File: src/rtl/shinv_pkg.sv
package shinv_pkg;

  typedef enum logic [1:0] {
    LS_INV = 2'd0,
    LS_SHR = 2'd1,
    LS_MOD = 2'd2,
    LS_MWP = 2'd3   // modified data kept, waiting for permission
  } line_st_e;

  typedef enum logic {
    MK_INVAL  = 1'b0,
    MK_PERMIT = 1'b1
  } msg_kind_e;

  // State reached by a line that receives a message.
  function automatic line_st_e f_next_on_msg(line_st_e cur, msg_kind_e k);
    line_st_e nxt;
    nxt = cur;
    if (k == MK_INVAL) begin
      case (cur)
        LS_SHR:  nxt = LS_INV;
        LS_MOD:  nxt = LS_MWP;
        default: nxt = cur;     // LS_INV and LS_MWP are fixed points
      endcase
    end else begin
      if (cur == LS_MWP) nxt = LS_INV;
    end
    return nxt;
  endfunction

  // Only invalidations are answered.
  function automatic logic f_acks(msg_kind_e k);
    return k == MK_INVAL;
  endfunction

  // Whether the answer to an invalidation carries the line's data.
  function automatic logic f_ack_carries_data(line_st_e cur);
    return (cur == LS_MOD) || (cur == LS_MWP);
  endfunction

  // Whether a local fill may install into a line.
  function automatic logic f_fill_allowed(line_st_e cur, logic msg_same_line);
    return (cur == LS_INV) && !msg_same_line;
  endfunction

endpackage

File: src/rtl/shinv_line.sv
module shinv_line
  import shinv_pkg::*;
#(
  parameter int DATA_W = 32
) (
  input  logic              clk,
  input  logic              rst_n,
  input  logic              msg_hit,
  input  msg_kind_e         msg_kind,
  input  logic              fill_hit,
  input  logic              fill_dirty,
  input  logic [DATA_W-1:0] fill_data,
  output line_st_e          st_o,
  output logic [DATA_W-1:0] data_o
);

  line_st_e          st_q;
  logic [DATA_W-1:0] data_q;
  line_st_e          st_after_msg;
  logic              fill_take;

  assign st_after_msg = f_next_on_msg(st_q, msg_kind);
  assign fill_take    = fill_hit && f_fill_allowed(st_q, msg_hit);

  always_ff @(posedge clk) begin
    if (!rst_n) begin
      st_q   <= LS_INV;
      data_q <= '0;
    end else if (msg_hit) begin
      st_q <= st_after_msg;
      if (st_after_msg == LS_INV) data_q <= '0;
    end else if (fill_take) begin
      st_q   <= fill_dirty ? LS_MOD : LS_SHR;
      data_q <= fill_data;
    end
  end

  assign st_o   = st_q;
  assign data_o = data_q;

endmodule

File: src/rtl/shinv_ack_out.sv
module shinv_ack_out #(
  parameter int IDX_W  = 3,
  parameter int TAG_W  = 6,
  parameter int DATA_W = 32
) (
  input  logic              clk,
  input  logic              rst_n,
  input  logic              req_valid,
  input  logic [IDX_W-1:0]  req_line,
  input  logic [TAG_W-1:0]  req_tag,
  input  logic              req_has_data,
  input  logic [DATA_W-1:0] req_data,
  output logic              ack_valid,
  output logic [IDX_W-1:0]  ack_line,
  output logic [TAG_W-1:0]  ack_tag,
  output logic              ack_has_data,
  output logic [DATA_W-1:0] ack_data
);

  always_ff @(posedge clk) begin
    if (!rst_n) begin
      ack_valid    <= 1'b0;
      ack_line     <= '0;
      ack_tag      <= '0;
      ack_has_data <= 1'b0;
      ack_data     <= '0;
    end else begin
      ack_valid <= req_valid;
      if (req_valid) begin
        ack_line     <= req_line;
        ack_tag      <= req_tag;
        ack_has_data <= req_has_data;
        ack_data     <= req_has_data ? req_data : '0;
      end
    end
  end

endmodule

File: src/rtl/shinv_handler.sv
module shinv_handler
  import shinv_pkg::*;
#(
  parameter int LINES  = 8,
  parameter int TAG_W  = 6,
  parameter int DATA_W = 32
) (
  input  logic                       clk,
  input  logic                       rst_n,
  input  logic                       msg_valid,
  input  logic                       msg_kind,
  input  logic [$clog2(LINES)-1:0]   msg_line,
  input  logic [TAG_W-1:0]           msg_tag,
  input  logic                       fill_valid,
  input  logic [$clog2(LINES)-1:0]   fill_line,
  input  logic                       fill_dirty,
  input  logic [DATA_W-1:0]          fill_data,
  output logic                       ack_valid,
  output logic [$clog2(LINES)-1:0]   ack_line,
  output logic [TAG_W-1:0]           ack_tag,
  output logic                       ack_has_data,
  output logic [DATA_W-1:0]          ack_data
);

  localparam int IDX_W = $clog2(LINES);

  msg_kind_e         kind;
  line_st_e          st_arr   [LINES];
  logic [DATA_W-1:0] data_arr [LINES];
  line_st_e          sel_st;
  logic [DATA_W-1:0] sel_data;

  // Named events for the checker
  logic ev_inv_mod;     // invalidation of a line holding modified data
  logic ev_inv_plain;   // invalidation answered without data
  logic ev_release;     // permission frees a waiting line
  logic ev_perm_idle;   // permission to a line that is not waiting

  assign kind = msg_kind_e'(msg_kind);

  for (genvar g = 0; g < LINES; g++) begin : g_line
    logic msg_hit_g;
    logic fill_hit_g;
    assign msg_hit_g  = msg_valid  && (msg_line  == IDX_W'(g));
    assign fill_hit_g = fill_valid && (fill_line == IDX_W'(g));
    shinv_line #(.DATA_W(DATA_W)) line_i (
      .clk       (clk),
      .rst_n     (rst_n),
      .msg_hit   (msg_hit_g),
      .msg_kind  (kind),
      .fill_hit  (fill_hit_g),
      .fill_dirty(fill_dirty),
      .fill_data (fill_data),
      .st_o      (st_arr[g]),
      .data_o    (data_arr[g])
    );
  end

  assign sel_st   = st_arr[msg_line];
  assign sel_data = data_arr[msg_line];

  assign ev_inv_mod   = msg_valid && f_acks(kind) && f_ack_carries_data(sel_st);
  assign ev_inv_plain = msg_valid && f_acks(kind) && !f_ack_carries_data(sel_st);
  assign ev_release   = msg_valid && !f_acks(kind) && (sel_st == LS_MWP);
  assign ev_perm_idle = msg_valid && !f_acks(kind) && (sel_st != LS_MWP);

  shinv_ack_out #(.IDX_W(IDX_W), .TAG_W(TAG_W), .DATA_W(DATA_W)) ack_i (
    .clk         (clk),
    .rst_n       (rst_n),
    .req_valid   (msg_valid && f_acks(kind)),
    .req_line    (msg_line),
    .req_tag     (msg_tag),
    .req_has_data(f_ack_carries_data(sel_st)),
    .req_data    (sel_data),
    .ack_valid   (ack_valid),
    .ack_line    (ack_line),
    .ack_tag     (ack_tag),
    .ack_has_data(ack_has_data),
    .ack_data    (ack_data)
  );

endmodule

File: config.mk
export PLATFORM = sky130hd
export DESIGN_NAME = shinv_handler
export DESIGN_NICKNAME = d
export VERILOG_FILES = /design/src/rtl/shinv_pkg.sv /design/src/rtl/shinv_line.sv /design/src/rtl/shinv_ack_out.sv /design/src/rtl/shinv_handler.sv
export SDC_FILE = /design/constraint.sdc
export NUM_CORES = 1
export LEC_CHECK = 0
export BUFFER_PORTS_ARGS = -buffer_cell sky130_fd_sc_hd__buf_2
export CAP_MARGIN = 20
export CORE_MARGIN = 5
export CORE_UTILIZATION = 54
export CTS_BUF_LIST = sky130_fd_sc_hd__clkbuf_4 sky130_fd_sc_hd__clkbuf_8
export CTS_CLUSTER_DIAMETER = 200
export DETAILED_ROUTE_END_ITERATION = 10
export PLACE_DENSITY = 0.69
export SYNTH_ARGS = -nofsm -noshare
export SYNTH_HDL_FRONTEND = slang
export SYNTH_HIERARCHICAL = 1
export SYNTH_SLANG_ARGS = --single-unit
File: constraint.sdc
create_clock -name clk -period 5.8 [get_ports clk]
set_clock_uncertainty 0.2 [all_clocks]
set_input_delay 0.58 -clock clk [delete_from_list [all_inputs] [get_ports clk]]
set_output_delay 0.58 -clock clk [all_outputs]
set_load 0.02 [all_outputs]
## After elaboration in Yosys (flattened, before gate mapping)

Cells that the tools add are included.

| storage, ports and cells | value |
|---|---|
| word-level logic and storage cells | 220 |
| register bits after elaboration | 315 |
| output and inout bits | 43 |

| operators by class | value |
|---|---|
| muxes and demuxes | 72 |
| bitwise operators | 2 |
| equality and inequality tests | 48 |
| order comparisons | 1 |
| reduce and logical (&&, ||, !) cells | 76 |

Operators by type and width:

| cell | count |
|---|---|
| 32-bit 2-to-1 mux | 27 |
| 32-bit binary-select mux with 3-bit select | 1 |
| 2-bit 2-to-1 mux | 35 |
| 2-bit == test, second input constant | 18 |
| 1-bit logical AND | 33 |
| 2-bit zero test | 16 |
| 2-bit one-hot mux with 2 select lines | 8 |
| 3-bit == test, second input constant | 8 |
| 2-bit by 1-bit == test with 1-bit output, second input constant | 8 |
| 2-bit != test, second input constant | 8 |
| 2-bit AND reduction | 8 |
| 2-bit nonzero test | 8 |
| 3-bit by 2-bit == test with 1-bit output, second input constant | 4 |
| 1-bit zero test | 8 |
| 2-bit binary-select mux with 3-bit select | 1 |
| 3-bit by 1-bit == test with 1-bit output, second input constant | 2 |
| 3-bit zero test | 2 |
| 4-bit >= comparator, second input constant | 1 |
| 3-bit inverter with 4-bit output | 1 |
| 1-bit logical OR | 1 |
| 1-bit inverter | 1 |

## Logic depth before layout (Yosys ltp)

Gate-level depths: netlist (run 1).

| depth | value |
|---|---|
| depth after elaboration | 7 |
| mapped depth | 10 |

## By module

The synthesis (run 1) kept the hierarchy.

By module, submodules not included:

| module | area each (um^2) | cells each | instances | sequential area each (um^2) |
|---|---|---|---|---|
| shinv_line | 1,167.4 | 94 | 8 | 680.7 |
| shinv_handler | 2,243.4 | 262 | 1 | 0.0 |
| shinv_ack_out | 1,707.9 | 177 | 1 | 860.8 |

## Worst setup path after synthesis (run 1)

Ideal clock, no wire load.

| timing | value |
|---|---|
| path type | input to register |
| from | in msg_line[1] |
| to | reg g_line[0].line_i.data_q[0] |
| slack | 3,310 ps |
| stages on the path | 9 |
| arrival time | 2,232 ps |
| setup time | 59 ps |
| data required time | 5,541 ps |
| cells stage by stage | buf_4 > buf_6 > buf_6 > buf_6 > nand2b_1 > nor2_1 > nor3_1 > clkbuf_1 > a22o_1 |

| between the ends | value |
|---|---|
| word-level cells in the longest chain between the ends | 7 |
| elaborated cells between the ends (all ways) | 9 |
| those cells by class | eq/ne (1); mux (1); reduce/logical (7) |

RTL lines:

| what | RTL line | RTL |
|---|---|---|
| from (decl) | shinv_handler.sv:12 | `input logic [$clog2(LINES)-1:0] msg_line,` |
| 3-bit zero test (*) | shinv_handler.sv:44 | `assign msg_hit_g = msg_valid && (msg_line == IDX_W'(g));` |
| 1-bit logical AND (*) | shinv_handler.sv:44 |  |
| net g_line[0].msg_hit_g | shinv_handler.sv:42 | `logic msg_hit_g;` |
| 1-bit zero test | shinv_pkg.sv:43 | `return (cur == LS_INV) && !msg_same_line;` |
| 1-bit logical AND | shinv_pkg.sv:43 |  |
| 1-bit logical AND | shinv_line.sv:23 | `assign fill_take = fill_hit && f_fill_allowed(st_q, msg_hit);` |
| 2-bit nonzero test (no source line) | -- |  |
| 2-bit AND reduction (no source line) | -- |  |
| to (signal assigned) | shinv_line.sv:34 | `data_q <= fill_data;` |
| to (decl) | shinv_line.sv:18 | `logic [DATA_W-1:0] data_q;` |

Mark *: on every way through the listed nets, which the timed path passes. The rest lies on a longest branch.
A chain may end at the register's enable or synchronous reset.

## Final worst setup path (run 1)

| timing | value |
|---|---|
| from | in msg_line[2] |
| to | reg g_line[2].line_i.data_q[13] |

| between the ends | value |
|---|---|
| word-level cells in the longest chain between the ends | 7 |
| elaborated cells between the ends (all ways) | 9 |
| those cells by class | eq/ne (2); mux (1); reduce/logical (6) |

RTL lines:

| what | RTL line |
|---|---|
| 3-bit by 2-bit == test with 1-bit output (*) | shinv_handler.sv:44 |
| 1-bit logical AND (*) | shinv_handler.sv:44 |
| net g_line[2].msg_hit_g | shinv_handler.sv:42 |
| 1-bit zero test | shinv_pkg.sv:43 |
| 1-bit logical AND | shinv_pkg.sv:43 |
| 1-bit logical AND | shinv_line.sv:23 |
| 2-bit nonzero test (no source line) | -- |
| 2-bit AND reduction (no source line) | -- |
| to (signal assigned) | shinv_line.sv:34 |
| to (decl) | shinv_line.sv:18 |

Marks and branches as above.

==> impl_metrics.yaml, run 1 <==
placement:
  place_hpwl_mm: 21.3
  io_buffer_count: 92
  pre_cts_ws_ns: 2.33
  place_congestion: 0.820
setup_path:
  path_class: "in2reg"
  worstPathRequired_ns: 6.09
  reg2reg_to: "g_line[7].line_i/data_o[8]"
  cp-end-kind: "register"
  crit_fanout: 32
  critPathArrivalTime_ns: 3.27
  reg2regPathDepth: 6
  crit_path_start_kind: "input pin"
  r2r_slack_ns: 2.98
  r2r-start: "g_line[7].line_i/st_o[1]"
logic_synthesis:
  avgSynthCellArea_um2: 11.2
  syn-instance-count: 1191
  synth_xor_area_share_pct: 0
  synthAdderAreaFrac_pct: 3.01
  synthesis.area_um2: 13300
  syn_nets: 1273
  ys_seq_elements: 315
  synth_top_family_by_area: "compound AO/OA/AOI/OAI gates"
  synthSimpleGateAreaFrac_pct: 6.89
  synth_cell_type_count: 38
  muxShareOfSynthArea_pct: 11.0
  synth_warnings: 6
  synth_compound_area_share_pct: 25.7
  yosysSeqAreaShare_pct: 47.4
cells_and_area:
  area_growth_pct: 11.8
  num_antenna_cells: 0
  multi_input_area_um2: 6310
  fin_nets: 1344
  drive_above_1_share_pct: 23.0
  n_fill_cell: 2012
  ff_latch_area_um2: 6310
detailed_routing:
  routedWlPerCell_um: 22.7
  ant_nets: 0
  vias: 10200
  via_per_inst: 6.28
  firstDrtPassIters: 5
  drt_wl_total_mm: 36.8
  drtIter0Drc: 845
  drcViolationCount: 0
timing:
  finalCritPeriodShare_pct: 51.5
  finalHoldViolCount: 0
  slew_headroom_pct: 21.3
  rsz0062_at_grt: "no"
  setup_viol: 0
  layout_setup_ws_ns: 2.82
  finalMaxSlewViolations: 0
  fmax_ghz: 0.335
  worstMarginPinSlew_ns: 1.18
  finalSetupTns_ns: 0
  fin_crit_ns: 2.98
cts:
  cts_setup_buffers: 0
  worstSkewPairLatency_ns: 0.57
  cts_resized: 0
  hold_buffers: 0
  h-tree-depth: 2
  cts_buffers: 50
  clock-root-buffer: "clkbuf_8"
  cts_tree: "done"
  clock_sinks: 315
  path_clk_slew_ns: 0.06
  clockBufferDepth: 3
floorplanning:
  pin_count: 93
  row_count: 57
  core_um2: 24200
  die-area_um2: 27800
  dieHeight_um: 167
  start_util_pct: 54.8
  dieWidth_um: 167
run:
  cap_violations: 0
run_status:
  status: "finished clean"
min_path:
  holdPathEnd: "ack_i/ack_tag[0]"
  worstHoldStart: "msg_tag[0]"
  hold_depth: 3
  hp-class: "in2reg"
global_routing:
  grt_antenna_before_repair: 0
  grt_pass1_wl_mm: 57.5
  track_usage_pct: 25.2
  gr-total-overflow: 0
  grt_pass1_vias: 10300
  grt_max_degree: 55
pwr:
  p_per_area_nw_per_um2: 318
  irDropWorstVdd_v: 0.000187
  leakagePower_nw: 5.99
-- report_power, final --
| part | internal [W] | total, W | switching (W) |
|---|---|---|---|
| logic | 0.000144 | 0.000412 | 0.000268 |
| clock network | 0.00119 | 0.00207 | 0.000872 |
| registers | 0.00221 | 0.00224 | 0.0000292 |
| total | 0.00355 | 0.00472 | 0.00117 |
-- flip-flops by register name, indices dropped and copies added (netlist names) --
register,flops
ack_i/ack_has_data,1
g_line.line_i/data_o,256
ack_i/ack_tag,6
ack_i/ack_valid,1
g_line.line_i/st_o,16
ack_i/ack_data,32
ack_i/ack_line,3
-- synthesized netlist by cell type (all sizes together) --
master / count / area, um2
nor2b: 12 / 75.1
nand3b: 33 / 248
a21boi: 1 / 11.3
a211oi: 24 / 180
and2: 1 / 6.26
nand3: 9 / 45.0
clkbuf: 33 / 124
dfxtp: 315 / 6310
a21oi: 24 / 150
a22o: 256 / 2240
o2bb2ai: 18 / 158
o311a: 8 / 80.1
a221oi: 11 / 96.3
mux2: 61 / 687
inv: 26 / 97.6
o22ai: 34 / 213
o21ai: 58 / 290
nand2b: 9 / 63.8
mux4: 14 / 315
or3b: 1 / 8.76
nor3: 13 / 65.1
or4b: 8 / 80.1
buf: 61 / 563
mux2i: 46 / 460
ha: 32 / 400
nor2: 25 / 93.8
or2: 2 / 12.5
nand2: 56 / 218
-- placed cells by master, fill, tap and decap left out, types with 2 or more instances in the layout --
master / count
a221oi_1: 11
bufinv_16: 2
mux4_2: 14
buf_4: 22
nor3_1: 5
o311a_1: 8
or2_2: 2
dfxtp_1: 315
nor2b_1: 11
mux2_2: 53
a21oi_4: 8
nor2_1: 25
o21ai_0: 21
nand3b_1: 33
nand2b_1: 8
o21ai_1: 37
a22o_1: 256
buf_2: 90
inv_1: 18
or4b_1: 8
ha_1: 32
nor3_2: 8
mux2_1: 8
mux2i_1: 46
nand2_1: 55
o22ai_1: 34
nand3_1: 9
clkbuf_8: 65
clkinv_2: 4
o2bb2ai_1: 18
inv_2: 8
a21oi_1: 16
a211oi_1: 24
clkbuf_4: 16
-- logic make-up (layout without fill, tap and decap cells) --
kind of cell	count (synthesis)	count (layout)
flip-flops	315	315
multiplexers	121	121
buffers and inverters	120	227
adder cells (fa/ha/maj)	32	32
AO/OA/AOI/OAI	434	434
AND/OR/NAND/NOR	169	169
-- critical path, stage by stage --
cell and delay [ns]:
buf_2 0.22, or2_2 0.63, nor2_1 0.40, o21ai_0 0.21, a21oi_4 0.93, a22o_1 0.25
-- metal layers --
layer / track usage (%) / wire length (um) / up-vias
li1: - / - / 4702
met1: 33.4 / 15900 / 5003
met2: 41.7 / 17400 / 416
met3: 5.36 / 2670 / 62
met4: 7.54 / 786 / 0
met5: 0 / 0 / -
-- final cells by class --
class	count	area share, %
Tap cell	324	2.73
Multi-Input combinational cell	756	42.4
Clock inverter	7	0.648
Sequential cell	315	42.4
Timing Repair Buffer	113	4.28
Inverter	26	0.657
Clock buffer	81	6.83
-- stage by stage --
stage,std cells,utilization (%),area [um2],hold WS [ns],power [W]
4_1_cts,1622,61.3,14900,0.0490,0.00474
2_1_floorplan,1191,-,13300,0.235,0.00256
3_5_place_dp,1534,56.7,13800,0.250,0.00269
6_report,1622,61.3,14900,0.0734,0.00472
3_3_place_gp,1533,56.6,13700,0.250,0.00269
5_1_grt,1622,61.3,14900,0.0620,0.00489
-- worst max path at each step --
stage | startpoint | to | slack, ns | depth (start not counted)
2_1_floorplan | msg_line[1] | g_line[0].line_i/data_o[0] | 3.31 | 9
3_3_place_gp | msg_line[2] | g_line[0].line_i/data_o[10] | 2.35 | 6
3_5_place_dp | msg_line[2] | g_line[0].line_i/data_o[28] | 2.33 | 6
4_1_cts | msg_line[2] | g_line[0].line_i/data_o[17] | 2.92 | 6
5_1_grt | msg_line[2] | g_line[2].line_i/data_o[21] | 2.73 | 6
6_report | msg_line[2] | g_line[2].line_i/data_o[13] | 2.82 | 6
(Power assumes the default switching activity.)
==> run 2: changes to the inputs <==
--- a/config.mk
+++ b/config.mk
@@ -12,7 +12,7 @@
 export CTS_BUF_LIST = sky130_fd_sc_hd__clkbuf_4 sky130_fd_sc_hd__clkbuf_8
 export CTS_CLUSTER_DIAMETER = 200
 export DETAILED_ROUTE_END_ITERATION = 10
-export PLACE_DENSITY = 0.69
+export PLACE_DENSITY = 0.71
 export SYNTH_ARGS = -nofsm -noshare
 export SYNTH_HDL_FRONTEND = slang
 export SYNTH_HIERARCHICAL = 1
==> constraint.sdc (replaced) <==
create_clock -name clk -period 2.47 [get_ports clk]
set_clock_uncertainty 0.2 [all_clocks]
set_input_delay 0.247 -clock clk [delete_from_list [all_inputs] [get_ports clk]]
set_output_delay 0.247 -clock clk [all_outputs]
set_load 0.02 [all_outputs]
==> impl_metrics.yaml, run 2 (same netlist as run 1, synthesis figures left out) <==
run_status:
  status: "finished clean"
setup_path:
  cp-end-kind: "register"
  r2r_slack_ns: 0.05
  critPathArrivalTime_ns: 2.67
  worstPathRequired_ns: 2.72
  reg2reg_to: "g_line[2].line_i/data_o[1]"
  path_class: "reg2reg"
  reg2regPathDepth: 6
  crit_path_start_kind: "register"
  r2r-start: "g_line[2].line_i/st_o[0]"
  crit_fanout: 16
timing:
  finalHoldViolCount: 0
  fmax_ghz: 0.413
  finalMaxSlewViolations: 0
  fin_crit_ns: 2.42
  finalSetupTns_ns: 0
  setup_viol: 0
  finalCritPeriodShare_pct: 98.0
  worstMarginPinSlew_ns: 0.820
  rsz0062_at_grt: "no"
  layout_setup_ws_ns: 0.0494
  slew_headroom_pct: 45.2
global_routing:
  track_usage_pct: 26.9
  grt_pass1_wl_mm: 61.3
  grt_antenna_before_repair: 3
  grt_pass1_vias: 11000
  gr-total-overflow: 0
  grt_max_degree: 91
detailed_routing:
  vias: 10800
  firstDrtPassIters: 6
  ant_nets: 0
  drt_wl_total_mm: 39.3
  drtIter0Drc: 1171
  routedWlPerCell_um: 22.9
  via_per_inst: 6.33
  drcViolationCount: 0
cells_and_area:
  multi_input_area_um2: 6360
  final_common_cell: "dfxtp_1"
  ff_latch_area_um2: 6310
  largest_reg_flops: 256
  design_area_um2: 15900
  drive_above_1_share_pct: 24.7
  final_cell_mix: "315 x dfxtp_1, 256 x a22o_1, 90 x buf_2"
  area_growth_pct: 19.5
  fin_nets: 1431
  n_fill_cell: 1886
pwr:
  p_per_area_nw_per_um2: 712
  power.switching_w: 0.00279
  switching_share_pct: 24.7
  p_clk_share_pct: 43.4
  leakagePower_nw: 6.45
  irDropWorstVdd_v: 0.000358
  power.internal_w: 0.00851
  pwr-share-seq_pct: 46.6
  power_frac_comb_pct: 10.0
cts:
  path_clk_slew_ns: 0.06
  worstSkewPairLatency_ns: 0.57
  cts_buffers: 51
  clock-root-buffer: "clkbuf_8"
  cts_tree: "done"
  clockBufferDepth: 3
  h-tree-depth: 2
  clock_sinks: 315
placement:
  io_buffer_count: 92
  post_dp_cell_area_um2: 14200
  place_congestion: 0.806
  pre_cts_ws_ns: -0.0824
  place_hpwl_mm: 21.8
floorplanning:
  die-area_um2: 27800
  start_util_pct: 54.8
  core_um2: 24200
  pin_count: 93
  row_count: 57
  dieHeight_um: 167
  dieWidth_um: 167
min_path:
  holdPathEnd: "g_line[4].line_i/st_o[1]"
  hp-class: "in2reg"
  hold_depth: 5
  worstHoldStart: "fill_valid"
run:
  cap_violations: 0
-- run 2: worst max-delay path, stage by stage (launching register included) --
cell	delay, ns
dfxtp_1	0.32
inv_1	0.06
ha_1	0.33
mux2_1	0.35
mux2i_2	0.45
a21oi_4	0.30
a22o_1	0.28
-- run 2: worst max path at each step --
stage | startpoint | to | slack [ns] | depth (start not counted)
after floorplan | msg_line[1] | g_line[0].line_i/data_o[0] | 0.31 | 9
after detailed placement | g_line[5].line_i/st_o[0] | g_line[5].line_i/data_o[30] | -0.08 | 5
after global routing | g_line[2].line_i/st_o[1] | g_line[2].line_i/data_o[31] | 0.0002 | 6
after CTS | g_line[2].line_i/st_o[0] | g_line[2].line_i/data_o[1] | -0.03 | 5
after global placement | g_line[5].line_i/st_o[0] | g_line[5].line_i/data_o[23] | -0.01 | 5
final | g_line[2].line_i/st_o[0] | g_line[2].line_i/data_o[1] | 0.05 | 6
-- run 2: per-stage QoR --
step	hold WS, ns	utilization (%)	power (W)	cells
floorplan	0.175	-	0.00602	1191
global placement	0.250	58.4	0.00637	1567
detailed placement	0.249	58.5	0.00639	1568
CTS	0.00828	65.3	0.0113	1710
global route	0.0731	65.5	0.0117	1713
finish	0.0212	65.5	0.0113	1713
-- run 2: what timing repair did --
item,CTS,global route
buffers inserted,0,1
cloned,1,1
hold buffers,49,0
pin swaps,2,1
resized for setup,2,7
hold endpoints to repair,275,0
endpoints found under the setup margin,33,98
-- run 2: final cells by class --
| cell class | count | area share, % |
|---|---|---|
| flip-flops and latches | 315 | 39.7 |
| inverters | 26 | 0.614 |
| clock inverters | 7 | 0.417 |
| multi-input cells | 758 | 40.0 |
| clock buffers | 85 | 6.81 |
| repair buffers | 197 | 9.87 |
| diodes | 1 | 0.0158 |
| well taps | 324 | 2.55 |
-- run 2: power groups by stage --
stage               Combinational, W  Clock [W]  Sequential (W)
floorplan                   0.000636          0         0.00538
CTS                          0.00109    0.00498         0.00526
global route                 0.00120    0.00524         0.00527
global placement             0.00100          0         0.00537
finish                       0.00113    0.00491         0.00526
detailed placement           0.00102          0         0.00537
-- run 2: layer usage --
| layer | GRT usage, % | vias up | wire (um) |
|---|---|---|---|
| met2 | 43.5 | 585 | 17700 |
| li1 | - | 4889 | - |
| met1 | 36.4 | 5262 | 17000 |
| met4 | 8.47 | 4 | 981 |
| met3 | 5.78 | 95 | 3590 |
| met5 | 0 | - | 38 |
==> run 3: changes to the inputs <==
--- a/config.mk
+++ b/config.mk
@@ -7,6 +7,7 @@
 export LEC_CHECK = 0
 export BUFFER_PORTS_ARGS = -buffer_cell sky130_fd_sc_hd__buf_2
 export CAP_MARGIN = 20
+export CORE_ASPECT_RATIO = 1.25
 export CORE_MARGIN = 5
 export CORE_UTILIZATION = 54
 export CTS_BUF_LIST = sky130_fd_sc_hd__clkbuf_4 sky130_fd_sc_hd__clkbuf_8
==> impl_metrics.yaml, run 3 (same netlist as run 1, synthesis figures left out) <==
run_status:
  status: "finished clean"
cells_and_area:
  finish.utilization_pct: 64.5
  area_growth_pct: 18.2
  largest_reg_flops: 256
  final_common_cell: "dfxtp_1"
  stdcell_count: 1714
  drive_above_1_share_pct: 24.8
  n_fill_cell: 1964
  final_cell_mix: "315 x dfxtp_1, 256 x a22o_1, 90 x buf_2"
  fin_nets: 1431
placement:
  io_buffer_count: 92
  placedCellCount: 1584
  place_congestion: 0.827
  place_hpwl_mm: 22.6
  pre_cts_ws_ns: -0.270
timing:
  whs_ns: 0.0352
  setup_viol: 0
  fin_crit_ns: 2.42
  finalCritPeriodShare_pct: 98.1
  layout_setup_ws_ns: 0.0461
  slew_headroom_pct: 30.6
  finalMaxSlewViolations: 0
  finalHoldViolCount: 0
  rsz0062_at_grt: "no"
  worstMarginPinSlew_ns: 1.03
  fmax_ghz: 0.413
  finalSetupTns_ns: 0
floorplanning:
  die-area_um2: 27900
  pin_count: 93
  core_um2: 24300
  dieHeight_um: 185
  start_util_pct: 54.6
  dieWidth_um: 150
  row_count: 64
setup_path:
  crit_fanout: 16
  worstPathRequired_ns: 2.71
  path_class: "reg2reg"
  crit_path_start_kind: "register"
  cp-end-kind: "register"
  critPathArrivalTime_ns: 2.66
cts:
  worstSkewPairLatency_ns: 0.56
  cts_setup_buffers: 0
  clockBufferDepth: 3
  h-tree-depth: 2
  clock-root-buffer: "clkbuf_8"
  path_clk_slew_ns: 0.07
  cts_tree: "done"
  cts_buffers: 47
  clock_sinks: 315
detailed_routing:
  firstDrtPassIters: 5
  routedWlPerCell_um: 22.6
  drt_wl_total_mm: 38.7
  drtIter0Drc: 1049
  via_per_inst: 6.29
  ant_nets: 0
  vias: 10800
  drcViolationCount: 0
global_routing:
  grt_antenna_before_repair: 2
  gr-total-overflow: 0
  grt_use_met2_pct: 44.6
  grt_max_degree: 56
  grt_most_used_layer: "met2"
  track_usage_pct: 27.1
  grt.met3_usage_pct: 5.56
  grt_pass1_wl_mm: 59.7
  grt_pass1_vias: 10600
  grt_use_met1_pct: 34.4
pwr:
  irDropWorstVdd_v: 0.000373
  leakagePower_nw: 6.38
  p_per_area_nw_per_um2: 694
min_path:
  hp-class: "in2reg"
run:
  cap_violations: 0
## run 3: worst paths after layout
kind / startpoint / end / slack, ns / cells after the start
setup reg to reg: g_line[4].line_i/st_o[0] / g_line[4].line_i/data_o[3] / 0.05 / 6
hold reg to reg: ack_i/ack_data[23] / ack_i/ack_data[23] / 0.27 / 2
setup / recovery: g_line[4].line_i/st_o[0] / g_line[4].line_i/data_o[3] / 0.05 / 6
hold / removal: fill_line[0] / g_line[2].line_i/st_o[0] / 0.04 / 5
## run 3: what timing repair did
action | in CTS | in global routing
cloned | 2 | 0
setup endpoints to repair | 70 | 44
pin swaps | 2 | 0
hold buffers | 44 | 0
endpoints found under the hold margin | 272 | 0
resized for setup | 5 | 6
## run 3: metrics by stage
stage / total power [W] / area [um2]
3_5_place_dp: 0.00639 / 14200
6_report: 0.0109 / 15700
4_1_cts: 0.0109 / 15700
3_3_place_gp: 0.00637 / 14200
5_1_grt: 0.0113 / 15700
2_1_floorplan: 0.00602 / 13300
## run 3: per-layer routing
metal / share of wire (%) / up-vias
li1: - / 4883
met1: 42 / 5310
met2: 46 / 470
met3: 6.9 / 117
met4: 4.5 / 2
met5: 0.034 / -
## run 3: final cells by class
type	instances	area, um2	share of cell area [%]
clock buffers	71	896	5.70
clock inverters	11	111	0.709
multi-input cells	758	6390	40.7
well taps	330	413	2.63
inverters	26	97.6	0.621
repair buffers	201	1490	9.51
flip-flops and latches	315	6310	40.1
diodes	2	5.00	0.0319
## run 3: critical path, stage by stage (launching register included)
cell,delay [ns]
dfxtp_1,0.31
inv_1,0.07
ha_1,0.20
nand2_1,0.10
o21ai_0,0.82
a21oi_4,0.32
a22o_1,0.28
## run 3: power by group
group	switching [W]	internal [W]	total (W)
clock network	0.00199	0.00253	0.00452
logic	0.000682	0.000442	0.00112
registers	0.0000637	0.00520	0.00526
total	0.00273	0.00817	0.0109
